File: src/rtl/plru_pkg.sv
package plru_pkg;

    // Source of the next state, one per kind of transition.
    typedef enum logic [1:0] {
        SRC_HOLD   = 2'd0,
        SRC_SW     = 2'd1,
        SRC_REFILL = 2'd2,
        SRC_HIT    = 2'd3
    } plru_src_e;

    // Bit position of the pair (lo, hi), with lo < hi.
    // Pairs are counted in lexical order, and the first pair sits in the MSB.
    function automatic int pair_pos(input int n, input int lo, input int hi);
        int k;
        k = 0;
        for (int a = 0; a < lo; a++) begin
            k = k + (n - 1 - a);
        end
        k = k + (hi - lo - 1);
        return (n * (n - 1) / 2) - 1 - k;
    endfunction

endpackage

File: src/rtl/plru_masks.sv
module plru_masks #(
    parameter int N  = 4,
    parameter int SW = N * (N - 1) / 2
) (
    output logic [N-1:0][SW-1:0] set_m,
    output logic [N-1:0][SW-1:0] clr_m
);
    import plru_pkg::*;

    // For a use of entry e: the pairs in which e is the higher entry get 1,
    // and the pairs in which e is the lower entry get 0.
    for (genvar e = 0; e < N; e++) begin : g_ent
        always_comb begin
            set_m[e] = '0;
            clr_m[e] = '0;
            for (int o = 0; o < N; o++) begin
                if (o < e) begin
                    set_m[e][pair_pos(N, o, e)] = 1'b1;
                end else if (o > e) begin
                    clr_m[e][pair_pos(N, e, o)] = 1'b1;
                end
            end
        end
    end

endmodule

File: src/rtl/plru_victim_dec.sv
module plru_victim_dec #(
    parameter int N  = 4,
    parameter int SW = N * (N - 1) / 2,
    parameter int IW = $clog2(N)
) (
    input  logic [SW-1:0]        state,
    input  logic [N-1:0][SW-1:0] set_m,
    input  logic [N-1:0][SW-1:0] clr_m,
    output logic [IW-1:0]        victim,
    output logic                 err
);
    logic [N-1:0] oldest;

    // Entry e is oldest when every one of its pair bits holds the value
    // that a use of e would overwrite.
    for (genvar e = 0; e < N; e++) begin : g_match
        assign oldest[e] = ((state & (set_m[e] | clr_m[e])) == clr_m[e]);
    end

    // Lowest index wins; the loop runs downward so that it does.
    always_comb begin
        victim = '0;
        for (int e = N - 1; e >= 0; e--) begin
            if (oldest[e]) begin
                victim = IW'(e);
            end
        end
    end

    assign err = ~|oldest;

endmodule

File: src/rtl/plru_next_state.sv
module plru_next_state #(
    parameter int N  = 4,
    parameter int SW = N * (N - 1) / 2,
    parameter int IW = $clog2(N)
) (
    input  logic [SW-1:0]        state,
    input  logic [N-1:0][SW-1:0] set_m,
    input  logic [N-1:0][SW-1:0] clr_m,
    input  logic                 sw_wr,
    input  logic [SW-1:0]        sw_data,
    input  logic                 refill_valid,
    input  logic                 hit_valid,
    input  logic [IW-1:0]        hit_idx,
    input  logic [IW-1:0]        victim,
    input  logic                 err,
    output plru_pkg::plru_src_e  src,
    output logic [SW-1:0]        nxt
);
    import plru_pkg::*;

    // Pick the transition for this edge.
    always_comb begin
        src = SRC_HOLD;
        if (sw_wr) begin
            src = SRC_SW;
        end else if (refill_valid) begin
            src = err ? SRC_HOLD : SRC_REFILL;
        end else if (hit_valid) begin
            src = SRC_HIT;
        end
    end

    // Build the next state for the chosen transition.
    always_comb begin
        unique case (src)
            SRC_SW:     nxt = sw_data;
            SRC_REFILL: nxt = (state & ~clr_m[victim]) | set_m[victim];
            SRC_HIT:    nxt = (state & ~clr_m[hit_idx]) | set_m[hit_idx];
            default:    nxt = state;
        endcase
    end

endmodule

File: src/rtl/plru_tracker.sv
module plru_tracker #(
    parameter int N  = 4,
    parameter int SW = N * (N - 1) / 2,
    parameter int IW = $clog2(N)
) (
    input  logic          clk,
    input  logic          rst_n,
    input  logic          hit_valid,
    input  logic [IW-1:0] hit_idx,
    input  logic          refill_valid,
    input  logic          sw_wr,
    input  logic [SW-1:0] sw_data,
    output logic [SW-1:0] lru_state,
    output logic [IW-1:0] victim_idx,
    output logic          state_err
);
    import plru_pkg::*;

    logic [N-1:0][SW-1:0] set_m;
    logic [N-1:0][SW-1:0] clr_m;
    logic [SW-1:0]        state_q;
    logic [SW-1:0]        state_d;
    plru_src_e            src;
    logic [IW-1:0]        victim;
    logic                 err;

    plru_masks #(.N(N), .SW(SW)) u_masks (
        .set_m (set_m),
        .clr_m (clr_m)
    );

    plru_victim_dec #(.N(N), .SW(SW), .IW(IW)) u_dec (
        .state  (state_q),
        .set_m  (set_m),
        .clr_m  (clr_m),
        .victim (victim),
        .err    (err)
    );

    plru_next_state #(.N(N), .SW(SW), .IW(IW)) u_next (
        .state        (state_q),
        .set_m        (set_m),
        .clr_m        (clr_m),
        .sw_wr        (sw_wr),
        .sw_data      (sw_data),
        .refill_valid (refill_valid),
        .hit_valid    (hit_valid),
        .hit_idx      (hit_idx),
        .victim       (victim),
        .err          (err),
        .src          (src),
        .nxt          (state_d)
    );

    always_ff @(posedge clk or negedge rst_n) begin
        if (!rst_n) begin
            state_q <= '0;
        end else begin
            state_q <= state_d;
        end
    end

    always_comb begin
        lru_state  = state_q;
        victim_idx = victim;
        state_err  = err;
    end

endmodule

File: config.mk
export PLATFORM = sky130hd
export DESIGN_NAME = plru_tracker
export DESIGN_NICKNAME = d
export VERILOG_FILES = /design/src/rtl/plru_pkg.sv /design/src/rtl/plru_masks.sv /design/src/rtl/plru_victim_dec.sv /design/src/rtl/plru_next_state.sv /design/src/rtl/plru_tracker.sv
export SDC_FILE = /design/constraint.sdc
export NUM_CORES = 1
export LEC_CHECK = 0
export ABC_AREA = 1
export BUFFER_PORTS_ARGS = -buffer_cell sky130_fd_sc_hd__buf_2
export CORE_MARGIN = 3
export CORE_UTILIZATION = 43
export CTS_CLUSTER_DIAMETER = 100
export DETAILED_ROUTE_END_ITERATION = 10
export HOLD_SLACK_MARGIN = 0.06
export PLACE_DENSITY = 0.77
export SLEW_MARGIN = 20
export SYNTH_ARGS = -nofsm -noshare
export SYNTH_HDL_FRONTEND = slang
export SYNTH_SLANG_ARGS = --single-unit
File: constraint.sdc
create_clock -name clk -period 1.3 [get_ports clk]
set_input_delay 0.26 -clock clk [delete_from_list [all_inputs] [get_ports clk]]
set_output_delay 0.26 -clock clk [all_outputs]
set_load 0.01 [all_outputs]
### Word level (Yosys, flattened, before mapping)

Index checks and enable logic that the tools add are counted.

* reduce and logical (&&, ||, !) cells: 4
* order comparisons: 2
* eq/ne operators: 6
* bitwise gates (word level): 6
* muxes and demuxes: 17

Operators with widths (number)
* binary-select mux 6 bit (select 2 bit): 4
* 2-to-1 mux 6 bit: 4
* case mux 6 bit (3 select lines): 1
* 2-to-1 mux 2 bit: 8
* AND 6 bit: 2
* inverter 6 bit: 2
* bitwise OR 6 bit: 2
* zero test 6 bit: 1
* < comparator 2 x 3 -> 1 bit, second input constant: 2
* equality test 2 bit, second input constant: 2
* OR reduction 4 bit: 1
* equality test 3 x 1 -> 1 bit, second input constant: 1
* equality test 3 x 2 -> 1 bit, second input constant: 1
* equality test 3 bit, second input constant: 1
* nonzero test 3 bit: 1
* equality test 2 x 1 -> 1 bit, second input constant: 1
* zero test 1 bit: 1

* register bits: 6
* input port bits: 13
* word-level logic and storage cells: 36

### Logic depth before layout (Yosys ltp)

* depth in word-level cells: 11
* mapped depth: 9
* gate-level depth less buffers: 9

### Hierarchy

A second synthesis with hierarchy kept.

* cells, all modules: 368
* area total of the unflattened synthesis: 1898.1 um^2

By module, submodules not included
* plru_next_state: times used 1, area each 902.1 um^2, cells each 203
* plru_victim_dec: times used 1, area each 478.0 um^2, cells each 109
* plru_masks: times used 1, area each 367.9 um^2, cells each 50
* plru_tracker: times used 1, area each 150.1 um^2, cells each 6

### Least setup slack after synthesis

OpenSTA, ideal clock, no wires.

* path type: reg2reg
* from: register state_q[3] (netlist: lru_state[3])
* to: register state_q[1] (netlist: lru_state[1])
* cell stages (with the launch flop): 10
* data required time: 1.176 ns
* data arrival time: 1.192 ns
* path slack: -0.015 ns
* setup time: 0.124 ns
* cell sequence: dfrtp_1 -> nor2_1 -> nand2_2 -> nand2_4 -> nor2_4 -> nor2_4 -> nor2_4 -> inv_2 -> nor2_1 -> a21oi_1

* longest elaborated chain between the ends: 11
* elaborated cells on any way between the ends: 22
* classes of those cells: eq/ne: 4; mux: 12; bitwise: 3; reduce/logical: 3

Ends and longest elaborated chain
* from (decl): RTL line plru_tracker.sv:21 `logic [SW-1:0] state_q;`
* from (signal assigned): RTL line plru_tracker.sv:59 `state_q <= state_d;`
* zero test 6 bit: RTL line plru_victim_dec.sv:17 `assign oldest[e] = ((state & (set_m[e] | clr_m[e])) == clr_m[e]);`
* 2-to-1 mux 2 bit (3 in a row): RTL line plru_victim_dec.sv:24 `if (oldest[e]) begin`
* 2-to-1 mux 2 bit (*): RTL line plru_victim_dec.sv:24
* net victim_idx[1]: RTL line plru_tracker.sv:14 `output logic [IW-1:0] victim_idx,`
* binary-select mux 6 bit (select 2 bit): RTL line plru_next_state.sv:37 `SRC_REFILL: nxt = (state & ~clr_m[victim]) | set_m[victim];`
* 2-to-1 mux 6 bit (implied by the code): RTL line plru_next_state.sv:37
* inverter 6 bit: RTL line plru_next_state.sv:37
* AND 6 bit: RTL line plru_next_state.sv:37
* bitwise OR 6 bit (*): RTL line plru_next_state.sv:37
* case mux 6 bit (3 select lines) (*): RTL line plru_next_state.sv:35 `unique case (src)`

Mark *: on every way through the listed nets, which the timed path passes. The rest lies on a longest branch. The select of a mux whose other input is x is not followed.
A chain may end at the register's enable or synchronous reset.

### Final worst setup path

* from: register state_q[1] (netlist: lru_state[1])
* to: register state_q[4] (netlist: lru_state[4])

* longest elaborated chain between the ends: 11
* elaborated cells on any way between the ends: 22
* classes of those cells: eq/ne: 4; mux: 12; bitwise: 3; reduce/logical: 3

Ends and longest elaborated chain (RTL line)
* zero test 6 bit: plru_victim_dec.sv:17
* 2-to-1 mux 2 bit (4 in a row): plru_victim_dec.sv:24
* binary-select mux 6 bit (select 2 bit): plru_next_state.sv:37
* 2-to-1 mux 6 bit (implied by the code): plru_next_state.sv:37
* inverter 6 bit: plru_next_state.sv:37
* AND 6 bit: plru_next_state.sv:37
* bitwise OR 6 bit: plru_next_state.sv:37
* case mux 6 bit (3 select lines): plru_next_state.sv:35

Several ways; a longest one is shown, not always the timed one. The select of a mux whose other input is x is not followed.

==> impl_results.md <==
* RSZ-0062 raised after global routing: yes
* Required @ worst endpoint at 1430 ps
* Boundary Pins at 22
* Critical Path End: lru_state[4]
* Gate Count Post-Synth at 106
* Synth Net Count at 119
* F_max at 665 MHz
* Pre-Repair DR Iteration Count at 4
* Violated checks: negative setup slack
* Iter 0 DRT Violations at 54
* Total Power at 1.64 mW
* Mean area per synthesized cell at 5.91 um2
* Met2 Wirelength at 1.23 mm
* DRC violations left at 0
* Critical path type: flop to flop
* Switch Pwr at 0.769 mW
* Tot GR Track Use at 23.3%
* Outcome: finished, violations left
* R2R Path Start: lru_state[1]
* Antenna violations before repair at 0
* Largest net degree at the start of global routing at 8
* # setup viols final at 10
* Lkg Pwr at 0.592 nW
* Rel. slew slack at 83.9%
* CTS tree: yes
* Comb power frac at 69.6%
* First-pass GRT wire length at 3.48 mm
* Crit path from: lru_state[1]
* CTS H-tree depth at 1
* VDD IR max at 0.749 mV
* CTS clk-pin slew, worst paths at 50 ps
* Via density at 5.57
* P&R area growth vs syn at 68.9%
* CP Capture Type: flop
* WP data arrival at 1630 ps
* Power per standard cell area at 1550 nW/um2
* Most frequent cells in the layout: 28 x nand2_1, 19 x buf_2, 18 x buf_4
* Commonest non-fill, non-tap cell in the layout: nand2_1
* Synth cell types at 19
* Clk_skew at 6.32 ps
* Top Metal Used: met4
* Sw Ratio at 47.0%
* Post-DR wirelength/cell at 15.0 um
* Congestion Overflow GR at 0
* Antenna cell count at 0
* CP max FO at 7
* Max Slew Vio Count at 0
* Die width at 44.2 um
* CTS Root Cell: clkbuf_4
* Worst Hold Class: primary input to flop
* Final Cycle Share at 116%
* Final worst slack at -205 ps
* Clock sinks at 6
* Worst R2R Setup Slack at -200 ps
* Worst-Skew Late Latency at 240 ps
* Clock network power share at 10.2%
* Core ar. at 1330 um2
* Buffers on Ports at 21
* Worst flop-to-flop path endpoint: lru_state[4]
* Initial Utilization at 47.0%
* CP Launch Type: flop
* Num CTS Buffers at 3
* Fin nets at 168
* Worst slew pin tran at 238 ps
* Routability cong. at 0.955
* Vias in the first global route at 769
* Internal power at 0.867 mW
* Final hold vios at 0
* Post-route ant nets at 0
* Clk buf depth at 2
* Via count at 936
* Synth warn at 0
* Met3 WL post-DR at 221 um
* Layout cells sized above 1 at 51.0%
* MaxCap Viol Count at 0
* Period minus WS final at 1500 ps
* Seq/Total Area, Yosys at 24.0%
* Row count at 13
* Worst hold slack at 376 ps
* Die Ht at 44.2 um
* DPL Wire Length at 1.51 mm
* Synthesized cell area at 627 um2
* Die Area at 1950 um2
* R2r worst-path depth at 9
* Number of flip-flops in the largest register at 6
* M1 WL at 1.03 mm
* Yosys reg bits at 6
* Sequential power share at 20.2%
* Detailed Route WL at 2.53 mm
layout make-up:
type	instances	area (um2)
fillers	84	275
clock buffers	3	22.5
repair buffers	44	308
inverters	18	67.6
multi-input cells	82	487
flip-flops and latches	6	155
well taps	15	18.8
worst min path at each step:
stage / start / to / slack, ps / cells after the start
final: sw_data[1] / lru_state[1] / 380 / 3
after global routing: rst_n / lru_state[4] / 390 / 2
after CTS: sw_data[3] / lru_state[3] / 350 / 5
after detailed placement: rst_n / lru_state[2] / 90 / 1
after global placement: rst_n / lru_state[2] / 80 / 1
after floorplan: rst_n / lru_state[0] / -40 / 0
Yosys cell counts (all sizes together):
library cell / count / share of area (%)
o21ai: 9 / 7.2
inv: 18 / 11
nor2: 16 / 14
nand3b: 1 / 1.2
o211ai: 2 / 2.4
nand3: 12 / 10
a21oi: 6 / 5.4
nand2: 33 / 22
or2: 1 / 1.0
dfrtp: 6 / 24
nand4: 2 / 2.0
per-layer routing:
metal / track usage [%] / vias up
met2: 40.4 / 60
met4: 2.41 / 0
li1: - / 433
met5: 0 / -
met1: 32.3 / 438
met3: 2.44 / 5
power by group through the flow:
stage          logic [mW]  registers (mW)  clock network (mW)
6_report             1.14           0.330               0.167
5_1_grt              1.21           0.339               0.184
4_1_cts             0.934           0.313               0.169
3_5_place_dp        0.742           0.316                   0
3_3_place_gp        0.733           0.317                   0
2_1_floorplan       0.414           0.338                   0
kinds of logic after synthesis:
| logic type | after synthesis | synth area share (%) |
|---|---|---|
| compound gates | 17 | 15.0 |
| flops | 6 | 24.0 |
| buf+inv | 18 | 10.8 |
| simple gates | 65 | 50.3 |
what timing repair did:
item,in CTS,in global routing
hold buffers,1,0
endpoints found under the setup margin,9,10
setup buffers,8,4
hold endpoints to repair,6,0
pin swaps,6,8
gates resized for setup,11,13
per-stage QoR:
step	cell area (um2)	std cells	setup WS (ps)	setup TNS (ps)	utilization, %
floorplan	632	106	0.0113	0	-
CTS	972	164	-120	-873	72.9
global placement	831	152	-81.5	-232	62.3
global route	1060	168	-260	-2130	79.4
detailed placement	831	152	-79.8	-263	62.3
finish	1060	168	-205	-1520	79.4
worst max-delay path, cell delays in order (launching register included):
cell and delay, ps:
dfrtp_2 470, nor2_4 120, nand2_4 90, nand2_4 100, nor2_4 50, buf_6 110, nor2_4 180, a21oi_1 100
nor2_1 120, nor2_1 50
Note: power is estimated with default switching activity, not from simulation.
